--- src/rtl/offtime_chopper_pkg.sv ---
package offtime_chopper_pkg;

  typedef enum logic [1:0] {
    ST_IDLE = 2'd0,
    ST_ON   = 2'd1,
    ST_OFF  = 2'd2
  } chopState_t;

  // Strobes from the control FSM to the timer datapath
  typedef struct packed {
    logic clrOn;     // restart the on-phase counter
    logic incOn;     // advance the on-phase counter
    logic startOff;  // capture off value, restart off counter
    logic incOff;    // advance the off-phase counter
    logic clrOff;    // clear the off counter
  } chopStrobes_t;

endpackage

--- src/rtl/chop_datapath.sv ---
module chop_datapath
  import offtime_chopper_pkg::*;
#(
  parameter int OFF_W      = 20,
  parameter int BLANK_CYC  = 125,
  parameter int MIN_ON_CYC = 188,
  parameter int DEAD_CYC   = 125,
  parameter int OFF_RESET  = 825
) (
  input  logic             clk,
  input  logic             rst_n,
  input  chopStrobes_t     stb,
  input  logic             offWr,
  input  logic [OFF_W-1:0] offIn,
  output logic             blankDone,
  output logic             minOnDone,
  output logic             offDone
);

  localparam int ON_MAX = (BLANK_CYC > MIN_ON_CYC) ? BLANK_CYC : MIN_ON_CYC;
  localparam int ON_W   = $clog2(ON_MAX + 1);
  localparam int LEN_W  = OFF_W + $clog2(DEAD_CYC + 2) + 1;

  localparam logic [ON_W-1:0]  ON_SAT   = ON_W'(ON_MAX);
  localparam logic [ON_W-1:0]  BLANK_V  = ON_W'(BLANK_CYC);
  localparam logic [ON_W-1:0]  MIN_LAST = ON_W'(MIN_ON_CYC - 1);
  localparam logic [LEN_W-1:0] DEAD_V   = LEN_W'(DEAD_CYC);
  localparam logic [OFF_W-1:0] RST_V    = (OFF_RESET == 0) ? OFF_W'(1) : OFF_W'(OFF_RESET);

  logic [ON_W-1:0]  onCnt;
  logic [OFF_W-1:0] offReg;
  logic [OFF_W-1:0] offTarget;
  logic [LEN_W-1:0] offCnt;
  logic [LEN_W-1:0] offLen;

  // Programmed off time, zero clamped to one cycle
  always_ff @(posedge clk or negedge rst_n) begin
    if (!rst_n) begin
      offReg <= RST_V;
    end else if (offWr) begin
      offReg <= (offIn == '0) ? OFF_W'(1) : offIn;
    end
  end

  // On-phase counter, saturates once both windows have elapsed
  always_ff @(posedge clk or negedge rst_n) begin
    if (!rst_n) begin
      onCnt <= '0;
    end else if (stb.clrOn) begin
      onCnt <= '0;
    end else if (stb.incOn && onCnt != ON_SAT) begin
      onCnt <= onCnt + ON_W'(1);
    end
  end

  // Off-phase counter and captured length
  always_ff @(posedge clk or negedge rst_n) begin
    if (!rst_n) begin
      offCnt    <= '0;
      offTarget <= RST_V;
    end else if (stb.startOff) begin
      offCnt    <= '0;
      offTarget <= offReg;
    end else if (stb.clrOff) begin
      offCnt    <= '0;
    end else if (stb.incOff) begin
      offCnt    <= offCnt + LEN_W'(1);
    end
  end

  assign offLen    = LEN_W'(offTarget) + DEAD_V;
  assign blankDone = (onCnt >= BLANK_V);
  assign minOnDone = (onCnt >= MIN_LAST);
  assign offDone   = ((offCnt + LEN_W'(1)) == offLen);

endmodule

--- src/rtl/chop_control.sv ---
module chop_control
  import offtime_chopper_pkg::*;
(
  input  logic         clk,
  input  logic         rst_n,
  input  logic         enable,
  input  logic         overThresh,
  input  logic         blankDone,
  input  logic         minOnDone,
  input  logic         offDone,
  output chopStrobes_t stb,
  output logic         bridgeOn,
  output logic         offStart
);

  chopState_t state;
  chopState_t nextState;
  logic       tripPend;
  logic       tripNow;
  logic       turnOff;

  assign tripNow = overThresh && blankDone;
  assign turnOff = (state == ST_ON) && (tripNow || tripPend) && minOnDone;

  always_comb begin
    stb       = '0;
    nextState = state;
    if (!enable) begin
      nextState  = ST_IDLE;
      stb.clrOn  = 1'b1;
      stb.clrOff = 1'b1;
    end else begin
      unique case (state)
        ST_IDLE: begin
          nextState = ST_ON;
          stb.clrOn = 1'b1;
        end
        ST_ON: begin
          if (turnOff) begin
            nextState    = ST_OFF;
            stb.startOff = 1'b1;
            stb.clrOn    = 1'b1;
          end else begin
            stb.incOn = 1'b1;
          end
        end
        ST_OFF: begin
          if (offDone) begin
            nextState = ST_ON;
            stb.clrOn = 1'b1;
          end else begin
            stb.incOff = 1'b1;
          end
        end
        default: begin
          nextState = ST_IDLE;
          stb.clrOn = 1'b1;
        end
      endcase
    end
  end

  always_ff @(posedge clk or negedge rst_n) begin
    if (!rst_n) begin
      state    <= ST_IDLE;
      bridgeOn <= 1'b0;
      offStart <= 1'b0;
      tripPend <= 1'b0;
    end else begin
      state    <= nextState;
      bridgeOn <= (nextState == ST_ON);
      offStart <= enable && turnOff;
      if (enable && state == ST_ON && !turnOff) begin
        tripPend <= tripPend || tripNow;
      end else begin
        tripPend <= 1'b0;
      end
    end
  end

endmodule

--- src/rtl/offtime_chopper.sv ---
module offtime_chopper
  import offtime_chopper_pkg::*;
#(
  parameter int OFF_W      = 20,
  parameter int BLANK_CYC  = 125,
  parameter int MIN_ON_CYC = 188,
  parameter int DEAD_CYC   = 125,
  parameter int OFF_RESET  = 825
) (
  input  logic             clk,
  input  logic             rst_n,
  input  logic             enable,
  input  logic             overThresh,
  input  logic             offWr,
  input  logic [OFF_W-1:0] offIn,
  output logic             bridgeOn,
  output logic             offStart
);

  chopStrobes_t stb;
  logic         blankDone;
  logic         minOnDone;
  logic         offDone;

  chop_control u_ctrl (
    .clk        (clk),
    .rst_n      (rst_n),
    .enable     (enable),
    .overThresh (overThresh),
    .blankDone  (blankDone),
    .minOnDone  (minOnDone),
    .offDone    (offDone),
    .stb        (stb),
    .bridgeOn   (bridgeOn),
    .offStart   (offStart)
  );

  chop_datapath #(
    .OFF_W      (OFF_W),
    .BLANK_CYC  (BLANK_CYC),
    .MIN_ON_CYC (MIN_ON_CYC),
    .DEAD_CYC   (DEAD_CYC),
    .OFF_RESET  (OFF_RESET)
  ) u_dp (
    .clk       (clk),
    .rst_n     (rst_n),
    .stb       (stb),
    .offWr     (offWr),
    .offIn     (offIn),
    .blankDone (blankDone),
    .minOnDone (minOnDone),
    .offDone   (offDone)
  );

endmodule

--- config.mk ---
export PLATFORM = sky130hd
export DESIGN_NAME = offtime_chopper
export DESIGN_NICKNAME = d
export VERILOG_FILES = /design/src/rtl/offtime_chopper_pkg.sv /design/src/rtl/chop_datapath.sv /design/src/rtl/chop_control.sv /design/src/rtl/offtime_chopper.sv
export SDC_FILE = /design/constraint.sdc
export NUM_CORES = 1
export LEC_CHECK = 0
export ABC_AREA = 1
export BUFFER_PORTS_ARGS = -buffer_cell sky130_fd_sc_hd__buf_2
export CAP_MARGIN = 10
export CORE_ASPECT_RATIO = 2
export CORE_MARGIN = 5
export CORE_UTILIZATION = 47
export DETAILED_ROUTE_END_ITERATION = 7
export HOLD_SLACK_MARGIN = 0.08
export SLEW_MARGIN = 10
export SYNTH_ARGS = -nofsm -noshare
export SYNTH_HDL_FRONTEND = slang
export SYNTH_SLANG_ARGS = --single-unit
export TNS_END_PERCENT = 10
--- constraint.sdc ---
create_clock -name clk -period 2.8 [get_ports clk]
set_input_delay 0.14 -clock clk [delete_from_list [all_inputs] [get_ports clk]]
set_output_delay 0.14 -clock clk [all_outputs]
set_load 0.005 [all_outputs]
==> Word-level counts from Yosys, hierarchy flattened <==
Index checks and enable logic that the tools add are counted.
{ "totals": {"out_inout_bits": 2, "latchBits": 0, "ramBits": 0, "memories": 0, "romBits": 0, "elab_cells": 51, "in_bits": 25, "regBits": 81} }
{ "op_classes": {"reduce_logical": 12, "n_mul": 0, "n_lt_le_gt_ge": 2, "muxes": 20, "bitwise": 0, "n_div": 0, "shift": 0, "eq_ne": 6, "n_addsub": 3} }
{ "op_table": {"columns": ["op", "count"], "rows": [
  ["28-bit two-way mux", 3],
  ["28-bit by 1-bit adder with 28-bit output, second input constant", 1],
  ["28-bit equality test", 1],
  ["20-bit by 7-bit adder with 21-bit output, second input constant", 1],
  ["20-bit zero test", 1],
  ["20-bit two-way mux", 1],
  ["8-bit two-way mux", 2],
  ["8-bit by 1-bit adder with 8-bit output, second input constant", 1],
  ["8-bit by 7-bit greater-or-equal comparator with 1-bit output, second input constant", 1],
  ["8-bit greater-or-equal comparator, second input constant", 1],
  ["2-bit two-way mux", 4],
  ["8-bit inequality test, second input constant", 1],
  ["1-bit logical AND", 7],
  ["1-bit two-way mux", 7],
  ["2-bit case mux with 3 select lines", 1],
  ["2-bit by 1-bit equality test with 1-bit output, second input constant", 2],
  ["3-bit two-way mux", 1],
  ["3-bit by 1-bit inequality test with 1-bit output, second input constant", 1],
  ["2-bit equality test, second input constant", 1],
  ["2-bit zero test", 1],
  ["1-bit case mux with 2 select lines", 1],
  ["2-bit nonzero test", 1],
  ["1-bit zero test", 1],
  ["1-bit logical OR", 1]
]} }

==> Logic depth before layout (Yosys ltp) <==
Gate-level depths: netlist (run 1).
{ "depth": {"word_depth": 11, "ltp_mapped": 19, "depth_no_buf": 18} }

==> Cells and area by module <==
A second synthesis (run 1) with hierarchy kept.
{ "hier_totals": {"cells_unflattened": 676, "area_unflattened_um2": 5039.8} }
{ "by_module_without_submodules": {"columns": ["mod", "seq_area_each_um2", "area_per_inst_um2", "n_inst", "cells_per_inst"], "rows": [
  ["chop_datapath", 1916.8, 4705.8, 1, 637],
  ["chop_control", 125.1, 334.1, 1, 39]
]} }

==> Worst setup path after synthesis (run 1) <==
OpenSTA, ideal clock, no wires.
{ "synth_timing": {"kind": "register -> register", "startpoint": "reg u_dp.offTarget[0]", "endpoint": "reg u_dp.offCnt[2]", "t_arrival_ps": 2093, "setup_slack_ps": 581, "path_buffers": 2, "stages_incl_launch_ff": 15, "t_required_ps": 2674, "synth_period_minus_slack_ps": 2219, "setup_time_ps": 126, "cell_sequence": "dfstp_2 -> ha_1 -> inv_1 -> nand4_1 -> nand2_1 -> xor2_1 -> or2_0 -> nand3_1 -> nor2_2 -> nand2_1 -> nand2_2 -> buf_6 -> buf_8 -> nand3_1 -> o21ai_0"} }
{ "synth_between": {"elab_chain_len": 6} }
{ "synth_rtl": {"columns": ["item", "line_no", "source"], "rows": [
  ["start: declaration", "chop_datapath.sv:32", "logic [OFF_W-1:0] offTarget;"],
  ["start signal: assignment", "chop_datapath.sv:63", "offTarget <= offReg;"],
  ["20-bit by 7-bit adder with 21-bit output", "chop_datapath.sv:71", "assign offLen = LEN_W'(offTarget) + DEAD_V;"],
  ["28-bit equality test", "chop_datapath.sv:74", "assign offDone = ((offCnt + LEN_W'(1)) == offLen);"],
  ["1-bit two-way mux", "chop_control.sv:48", "if (offDone) begin"],
  ["1-bit two-way mux", "chop_control.sv:33", "unique case (state)"],
  ["3-bit two-way mux", "chop_control.sv:28", "if (!enable) begin"],
  ["3-bit by 1-bit inequality test with 1-bit output (no source line)", null, null],
  ["end signal: assignment", "chop_datapath.sv:67", "offCnt <= offCnt + LEN_W'(1);"],
  ["end: declaration", "chop_datapath.sv:33", "logic [LEN_W-1:0] offCnt;"]
]} }
Every way passes these cells.
A chain may end at the register's enable or synchronous reset.

==> Worst setup path in the final report (run 1) <==
{ "layout_timing": {"startpoint": "reg u_dp.offTarget[0]", "endpoint": "reg u_ctrl.bridgeOn"} }
{ "layout_between": {"elab_chain_len": 6} }
{ "layout_rtl": {"columns": ["item", "line_no", "source"], "rows": [
  ["20-bit by 7-bit adder with 21-bit output", "chop_datapath.sv:71", null],
  ["28-bit equality test", "chop_datapath.sv:74", null],
  ["2-bit two-way mux", "chop_control.sv:48", null],
  ["2-bit case mux with 3 select lines", "chop_control.sv:33", null],
  ["2-bit two-way mux", "chop_control.sv:28", null],
  ["via u_ctrl.nextState[1]", "chop_control.sv:17", "chopState_t nextState;"],
  ["2-bit by 1-bit equality test with 1-bit output", "chop_control.sv:71", "bridgeOn <= (nextState == ST_ON);"],
  ["end signal: assignment", "chop_control.sv:71", null],
  ["end: declaration", "chop_control.sv:12", "output logic bridgeOn,"]
]} }
The timed path passes the listed nets, and every way through them passes these cells.

==> impl_metrics.tcl, run 1 <==
set metrics [dict create \
    place.port_buffers 26 \
    cts-buffers-inserted 9 \
    hold_violation_total_from_the_final_report 0 \
    cp_peak_stage_delay_ns 0.55 \
    grt_start_max_net_pins 82 \
    number_of_buffers_and_inverters_on_the_critical_path 2 \
    slowest_stage "sky130_fd_sc_hd__dfstp_2" \
    layout.core_utilization 0.5665 \
    synth_area_um2 5248 \
    route.detailed.vias_per_inst 5.118 \
    drt_first_pass_iters 4 \
    outcome "finished, final reports clean" \
    antenna_cells 0 \
    route.detailed.drc 0 \
    grt.overflow.total 0 \
    via_count_of_the_first_global_routing_pass 4861 \
    gr-usage-all-layers 0.2149 \
    num_vias 4908 \
    max_cap_viol_count 0 \
    cp_data_required_time_ns 3.08 \
    critPathMaxFanout 13 \
    synth_ff_type "sky130_fd_sc_hd__dfrtp_1" \
    place.gp.congestion 0.9240 \
    leakage_uw 0.003063 \
    finalWorstPathRequiredPeriod_ns 2.579 \
    worst_skew_pair.late_latency_ns 0.34 \
    cts_tree "yes" \
    synth_enable_flop_cells 0 \
    power.density_nw_per_um2 453.7 \
    dp.cells 922 \
    netlist_top_cells_area "sky130_fd_sc_hd__dfrtp_1, sky130_fd_sc_hd__nand2_1, sky130_fd_sc_hd__nand3_1" \
    clock_sink_count 81 \
    htree_num_levels 3 \
    final-instance-count-excl-fill 959 \
    ctsRootBufferMaster "sky130_fd_sc_hd__clkbuf_16" \
    crit_chain "ha_1 > inv_1 > nand3_2 > nor2_1 > nor2_2 > nand2_1 > nand2_1 > nand2_1 > nand2_1 > nand2_1 > nor2_1 > nand2_1 > nor2_2 > nand2_1 > nand2_2 > buf_12 > a21oi_1 > nor2_1" \
    synthDominantCellAreaShare 0.3290 \
    floorplan.die.width_um 84.72 \
    synth_area_per_cell_um2 6.896 \
    synthesis.nets 796 \
    ys_seq_area_frac 0.3891 \
    fmax_ghz 0.3877 \
    cts-root-to-sink-buffers 2 \
    synth.distinct_cells 36 \
    async_flop_share 1.000 \
    die-height_um 159.4 \
    worst-setup-path-type "flip-flop to flip-flop" \
    design.die.area_um2 13510 \
    slew_headroom 0.2877 \
    final_net_count 849 \
    grt_antenna_before_repair 0 \
    final_min_period_over_clock_period 0.9211 \
    endpoint_kind "flip-flop" \
    worst_margin_pin_slew_ns 1.068 \
    cp.arrival_ns 2.86 \
    timing.critical_path.max_delay_family "simple AND/OR/NAND/NOR gates" \
    drc_violation_total_after_the_first_tritonroute_iteration 281 \
    final_layout_size_suffix_gt1_frac 0.1355 \
    maxSlewViolCount 0 \
    max-vdd-ir-drop_mv 0.4300 \
    report.power.total_uw 2813 \
    routed_wirelength_um 14110 \
    post-dp-hpwl_um 10860 \
    ant_nets 0 \
    ios 27 \
    ys_seq_elements 81 \
    clock_tree_skew_after_final_layout_ns 0.009280 \
    synth_top_cell_by_area "sky130_fd_sc_hd__dfrtp_1" \
    grt_first_pass_wirelength_um 23160 \
    synth_warnings 0 \
    flow.area_growth_from_synthesis_pct 18.17 \
    post_synth_inst_count 761 \
    hp-class "primary input to flip-flop" \
    preCtsSetupSlack_ns -0.004546 \
    critical-path-top-cell-by-count "sky130_fd_sc_hd__nand2_1" \
    starting_density 0.4794 \
    setup_viol 0 \
    critical_path.startpoint_type "flip-flop" \
    worst_setup_hold_path_clk_slew_ns 0.06 \
    core_region_um2 10950 \
    final.setup.worst_slack_ns 0.2210 \
    post_drt_wl_per_cell_um 14.72 \
    placement_rows 54 \
]
-- synthesized netlist by cell type, drive strengths merged (5+ instances only) --
library cell	number
a21oi	5
nor4	5
xor2	10
nand3	81
dfstp	12
inv	95
nor3	10
mux2	17
nand3b	6
dfrtp	69
ha	10
nor2	82
nand2	269
nand4	11
o21ai	49
clkbuf	10
buf	5
-- cells by family (layout without fill, tap and decap cells) --
kind of cell,Yosys count,after routing,synth area share
flip-flops,81,81,0.3891
buffers and inverters,110,168,0.08321
AO/OA/AOI/OAI,62,62,0.06247
multiplexers,17,17,0.03648
XOR/XNOR,13,13,0.02170
AND/OR/NAND/NOR,468,468,0.3832
adder cells (fa/ha/maj),10,10,0.02384
-- worst reg2reg max path, stage by stage, from the launching register on --
cell                      delay, ns
sky130_fd_sc_hd__dfstp_2       0.55
sky130_fd_sc_hd__ha_1          0.19
sky130_fd_sc_hd__inv_1         0.14
sky130_fd_sc_hd__nand3_2       0.14
sky130_fd_sc_hd__nor2_1        0.07
sky130_fd_sc_hd__nor2_2        0.18
sky130_fd_sc_hd__nand2_1       0.11
sky130_fd_sc_hd__nand2_1       0.08
sky130_fd_sc_hd__nand2_1       0.05
sky130_fd_sc_hd__nand2_1       0.08
sky130_fd_sc_hd__nand2_1       0.05
sky130_fd_sc_hd__nor2_1        0.09
sky130_fd_sc_hd__nand2_1       0.07
sky130_fd_sc_hd__nor2_2        0.13
sky130_fd_sc_hd__nand2_1       0.12
sky130_fd_sc_hd__nand2_2       0.15
sky130_fd_sc_hd__buf_12        0.16
sky130_fd_sc_hd__a21oi_1       0.09
sky130_fd_sc_hd__nor2_1        0.09
-- stage by stage --
stage                     hold WS, ns  area [µm²]  setup TNS, ns
final                         0.08027        6201              0
after global routing          0.08173        6201       -0.05498
after CTS                     0.08090        6141              0
after detailed placement       0.3802        5590      -0.008422
after global placement         0.3689        5590              0
after floorplan               -0.1556        5248              0
-- flip-flops by register name, indices dropped and copies added (netlist names) --
name,cells
u_dp.offCnt,28
u_dp.offReg,20
u_dp.offTarget,20
u_dp.onCnt,8
u_ctrl.state,2
u_ctrl.bridgeOn,1
u_ctrl.offStart,1
u_ctrl.tripPend,1
-- final cells by class --
| type | count | area [µm²] |
|---|---|---|
| fill | 1067 | 4745 |
| multi-input combinational | 570 | 2816 |
| sequential | 81 | 2042 |
| timing repair buffer | 57 | 450.4 |
| inverter | 95 | 356.6 |
| clock buffer | 11 | 232.7 |
| tap | 140 | 175.2 |
| clock inverter | 5 | 127.6 |
-- metal layers --
layer / wire [µm] / track usage / vias to the layer above / part of all wire
met5: 0 / 0 / - / 0
met4: 675 / 0.1088 / 0 / 0.048
met3: 326 / 0.03573 / 41 / 0.023
met2: 7768 / 0.4047 / 93 / 0.55
met1: 5341 / 0.2209 / 2245 / 0.38
li1: - / - / 2529 / -
-- report_power, final --
group          internal [µW]  switching (µW)  leakage, µW  total, µW
logic                   63.0            74.8      0.00190        138
clock network            963             489     0.000170       1450
registers               1210            15.5     0.000994       1220
total                   2230             579      0.00306       2810
-- cell usage in the layout (no fill, tap or decap), types with 7 or more instances in the layout --
| cell | n |
|---|---|
| sky130_fd_sc_hd__nor3_1 | 10 |
| sky130_fd_sc_hd__dfrtp_1 | 69 |
| sky130_fd_sc_hd__nand4_1 | 11 |
| sky130_fd_sc_hd__nor2_2 | 10 |
| sky130_fd_sc_hd__inv_1 | 92 |
| sky130_fd_sc_hd__ha_1 | 9 |
| sky130_fd_sc_hd__nor2_1 | 65 |
| sky130_fd_sc_hd__buf_4 | 10 |
| sky130_fd_sc_hd__o21ai_0 | 43 |
| sky130_fd_sc_hd__xor2_1 | 10 |
| sky130_fd_sc_hd__nand3_1 | 77 |
| sky130_fd_sc_hd__clkbuf_16 | 9 |
| sky130_fd_sc_hd__dfstp_2 | 12 |
| sky130_fd_sc_hd__buf_2 | 25 |
| sky130_fd_sc_hd__nand2_1 | 265 |
| sky130_fd_sc_hd__nor2_4 | 7 |
| sky130_fd_sc_hd__dlygate4sd3_1 | 19 |
| sky130_fd_sc_hd__mux2_2 | 17 |
-- final timing paths --
path / start / end / slack (ns) / cells after the start
max reg2reg: u_dp.offTarget[0]$_DFFE_PN1P_ / u_ctrl.bridgeOn$_DFF_PN0_ / 0.22 / 18
min reg2reg: u_dp.offReg[19]$_DFFE_PN0P_ / u_dp.offTarget[19]$_DFFE_PN0P_ / 0.48 / 2
min: offIn[15] / u_dp.offReg[15]$_DFFE_PN0P_ / 0.08 / 2
min in group asynchronous: rst_n / u_dp.offCnt[2]$_DFFE_PN0P_ / 0.53 / 2
max: u_dp.offTarget[0]$_DFFE_PN1P_ / u_ctrl.bridgeOn$_DFF_PN0_ / 0.22 / 18
max in group asynchronous: rst_n / u_ctrl.bridgeOn$_DFF_PN0_ / 1.58 / 2
-- timing repair --
item                       in CTS  in global routing
hold endpoints to repair       87                  0
setup endpoints to repair       7                 38
buffers inserted                0                  2
gates resized for setup         1                 14
hold buffers                   19                  0
pin swaps                       0                  2
Note: power is estimated with default switching activity, not from simulation.
==> inputs of run 2 (changes only) <==
- SYNTH_HIERARCHICAL: unset -> 1
==> run 2 against run 1 <==
  * The run now ends with negative setup slack left
  * Power shrank 6.9%
  * Combinational power up 19%
  * Maximum frequency is 9.0% lower
  * First-iteration DRC count rose by 10%
  * Routed wire length shrank 6.0%
  * Cell count fell by 3.0%
  * Synthesized area shrank 4.0%
  * Sequential power hardly changed
  * Largest cell class unchanged
  * Largest power group is now registers
==> impl_metrics.tcl, run 2 <==
set metrics [dict create \
    ctsRootBufferMaster "sky130_fd_sc_hd__clkbuf_16" \
    synth_enable_flop_cells 0 \
    post_synth_inst_count 676 \
    detailed_place.area_um2 5766 \
    hp-start "enable" \
    max_flop_register "u_dp/offCnt" \
    num_vias 4775 \
    final.setup.worst_slack_ns -0.03360 \
    reg2reg_from "u_dp/offCnt[1]$_DFFE_PN0P_" \
    cts_tree "yes" \
    synth_area_per_cell_um2 7.455 \
    core_region_um2 10540 \
    async_flop_share 1.000 \
    leakage_uw 0.003165 \
    fmax_ghz 0.3529 \
    synth_warnings 6 \
    ios 27 \
    max-vdd-ir-drop_mv 0.4035 \
    setup.reg_to_reg.worst_slack_ns -0.03 \
    critPathMaxFanout 6 \
    route.detailed.drc 0 \
    grt_antenna_before_repair 0 \
    setup_viol 2 \
    ys_seq_area_frac 0.4052 \
    synth_most_common_cell "sky130_fd_sc_hd__nand2_1" \
    endpoint_kind "flip-flop" \
    routed_wirelength_um 13270 \
    grt_first_pass_wirelength_um 22080 \
    post_drt_wl_per_cell_um 14.27 \
    hp-class "primary input to flip-flop" \
    via_count_of_the_first_global_routing_pass 4804 \
    final_min_period_over_clock_period 1.012 \
    design.die.area_um2 13020 \
    drt_first_pass_iters 4 \
    synth_ff_type "sky130_fd_sc_hd__dfrtp_1" \
    power.density_nw_per_um2 400.8 \
    worst-setup-path-type "flip-flop to flip-flop" \
    ant_nets 0 \
    cts-root-to-sink-buffers 2 \
    hold_violation_total_from_the_final_report 0 \
    biggestRegsByFlops "u_dp/offCnt (28), u_dp/offReg (20), u_dp/offTarget (20)" \
    hold_path_depth 3 \
    most_frequent_standard_cell_in_the_layout_excluding_fill_and_tap_cells "sky130_fd_sc_hd__nand2_1" \
    synth_top_cells_by_count "sky130_fd_sc_hd__nand2_1, sky130_fd_sc_hd__inv_1, sky130_fd_sc_hd__dfrtp_1" \
    netlist_top_cells_area "sky130_fd_sc_hd__dfrtp_1, sky130_fd_sc_hd__nand2_1, sky130_fd_sc_hd__dfstp_2" \
    synth_area_um2 5040 \
    starting_density 0.4780 \
    outcome "complete, but fails checks" \
    cp_data_required_time_ns 3.06 \
    rsz_0062_raised_after_global_routing "yes" \
    worst_margin_pin_slew_ns 0.5044 \
    violations_in_the_final_reports "negative setup slack" \
    final_layout_size_suffix_gt1_frac 0.2762 \
    min_delay_worst_endpoint "u_ctrl/offStart$_DFF_PN0_" \
    place.port_buffers 26 \
    synth_top_cell_by_area "sky130_fd_sc_hd__dfrtp_1" \
    die-height_um 156.4 \
    floorplan.die.width_um 83.22 \
    worst_r2r_path_depth 21 \
    post-dp-hpwl_um 10090 \
    clock_sink_count 81 \
    slew_headroom 0.6637 \
    fin_setup_tns_ns -0.03869 \
    maxSlewViolCount 0 \
    largest_register_ffs 28 \
    drc_violation_total_after_the_first_tritonroute_iteration 309 \
    placement_rows 53 \
    critical_path.reg2reg.endpoint "u_dp/onCnt[7]$_DFFE_PN0P_" \
    worst_skew_pair.late_latency_ns 0.34 \
    synthesis.nets 711 \
    fin_area_um2 6533 \
    synth.distinct_cells 35 \
    worst_hold_slack_ns 0.1277 \
    final_net_count 823 \
    grt_start_max_net_pins 44 \
    cts-buffers-inserted 9 \
    report.power.total_uw 2618 \
    place.gp.congestion 0.9245 \
    preCtsSetupSlack_ns -0.1168 \
    mostFrequentLayoutCells "sky130_fd_sc_hd__nand2_1, sky130_fd_sc_hd__inv_1, sky130_fd_sc_hd__dfrtp_1, sky130_fd_sc_hd__buf_4, sky130_fd_sc_hd__nor2_1" \
    clock_tree_skew_after_final_layout_ns 0.006890 \
    flow.area_growth_from_synthesis_pct 29.62 \
    htree_num_levels 3 \
    max_cap_viol_count 0 \
    grt.overflow.total 0 \
    finalWorstPathRequiredPeriod_ns 2.834 \
    critical_path.startpoint_type "flip-flop" \
    route.detailed.vias_per_inst 5.134 \
    gr-usage-all-layers 0.2103 \
    antenna_cells 0 \
    worst_setup_hold_path_clk_slew_ns 0.07 \
    synthDominantCellAreaShare 0.3426 \
    ys_seq_elements 81 \
    num-fill-cells 946 \
    cp.arrival_ns 3.10 \
]
run 2: cells by family after synthesis:
kind of cell	count (synthesis)	share of synthesized area
AO/OA/AOI/OAI	81	0.08888
multiplexers	16	0.03575
buffers and inverters	101	0.07522
AND/OR/NAND/NOR	372	0.3411
XOR/XNOR	15	0.02905
flip-flops	81	0.4052
adder cells (fa/ha/maj)	10	0.02483
run 2: routing by layer:
layer	global-route usage	vias up	wire [µm]
met5	0	-	0
met4	0.1044	0	510
met3	0.02476	28	336
met2	0.4028	89	7302
met1	0.2239	2247	5123
li1	-	2411	-
run 2: area by class of cell:
type,count,area (µm²),share of cell area
multi-input combinational,494,2803,0.4290
sequential,81,2042,0.3126
timing repair buffer,112,867.1,0.1327
inverter,90,337.8,0.05171
clock buffer,9,225.2,0.03448
tap,137,171.4,0.02624
clock inverter,7,86.33,0.01322
run 2: worst max path at each step:
stage                                  startpoint                     endpoint  depth (start not counted)
floorplan           u_dp/offTarget[1]$_DFFE_PN0P_    u_dp/onCnt[6]$_DFFE_PN0P_                         22
global placement    u_dp/offTarget[0]$_DFFE_PN1P_  u_dp/offCnt[20]$_DFFE_PN0P_                         16
detailed placement  u_dp/offTarget[0]$_DFFE_PN1P_    u_dp/onCnt[6]$_DFFE_PN0P_                         19
CTS                 u_dp/offTarget[0]$_DFFE_PN1P_    u_dp/onCnt[5]$_DFFE_PN0P_                         22
global route           u_dp/offCnt[1]$_DFFE_PN0P_    u_dp/onCnt[7]$_DFFE_PN0P_                         22
finish                 u_dp/offCnt[1]$_DFFE_PN0P_    u_dp/onCnt[7]$_DFFE_PN0P_                         21
run 2: repair_timing:
item,CTS,global route
setup buffers,1,6
resized for setup,8,46
hold buffers,21,0
pin swaps,1,26
endpoints found under the setup margin,14,36
hold endpoints to repair,46,0
run 2: critical path: stages (launching register included):
cell                      delay, ns
sky130_fd_sc_hd__dfrtp_1       0.40
sky130_fd_sc_hd__ha_2          0.21
sky130_fd_sc_hd__nand2_2       0.08
sky130_fd_sc_hd__nor2_4        0.19
sky130_fd_sc_hd__nand3_4       0.15
sky130_fd_sc_hd__buf_4         0.17
sky130_fd_sc_hd__xor2_1        0.13
sky130_fd_sc_hd__nand2_1       0.06
sky130_fd_sc_hd__nand2_1       0.05
sky130_fd_sc_hd__nor2_1        0.11
sky130_fd_sc_hd__nand2_1       0.05
sky130_fd_sc_hd__nor2_1        0.10
sky130_fd_sc_hd__nand3_1       0.12
sky130_fd_sc_hd__nor2_2        0.12
sky130_fd_sc_hd__nand2_1       0.07
sky130_fd_sc_hd__nand4_1       0.11
sky130_fd_sc_hd__inv_2         0.07
sky130_fd_sc_hd__nand2_4       0.09
sky130_fd_sc_hd__nand3_4       0.09
sky130_fd_sc_hd__nor2_4        0.15
sky130_fd_sc_hd__a21oi_2       0.07
sky130_fd_sc_hd__nor3_2        0.17
run 2: stage by stage:
stage / utilization / std cells
after floorplan: - / 676
after global placement: 0.5468 / 886
after detailed placement: 0.5468 / 886
after CTS: 0.5993 / 924
after global routing: 0.6196 / 930
final: 0.6196 / 930
run 2: power breakdown:
group | total [µW] | internal [µW] | switching [µW]
combinational | 164 | 78.6 | 84.9
sequential | 1230 | 1210 | 17.8
clock | 1230 | 710 | 518
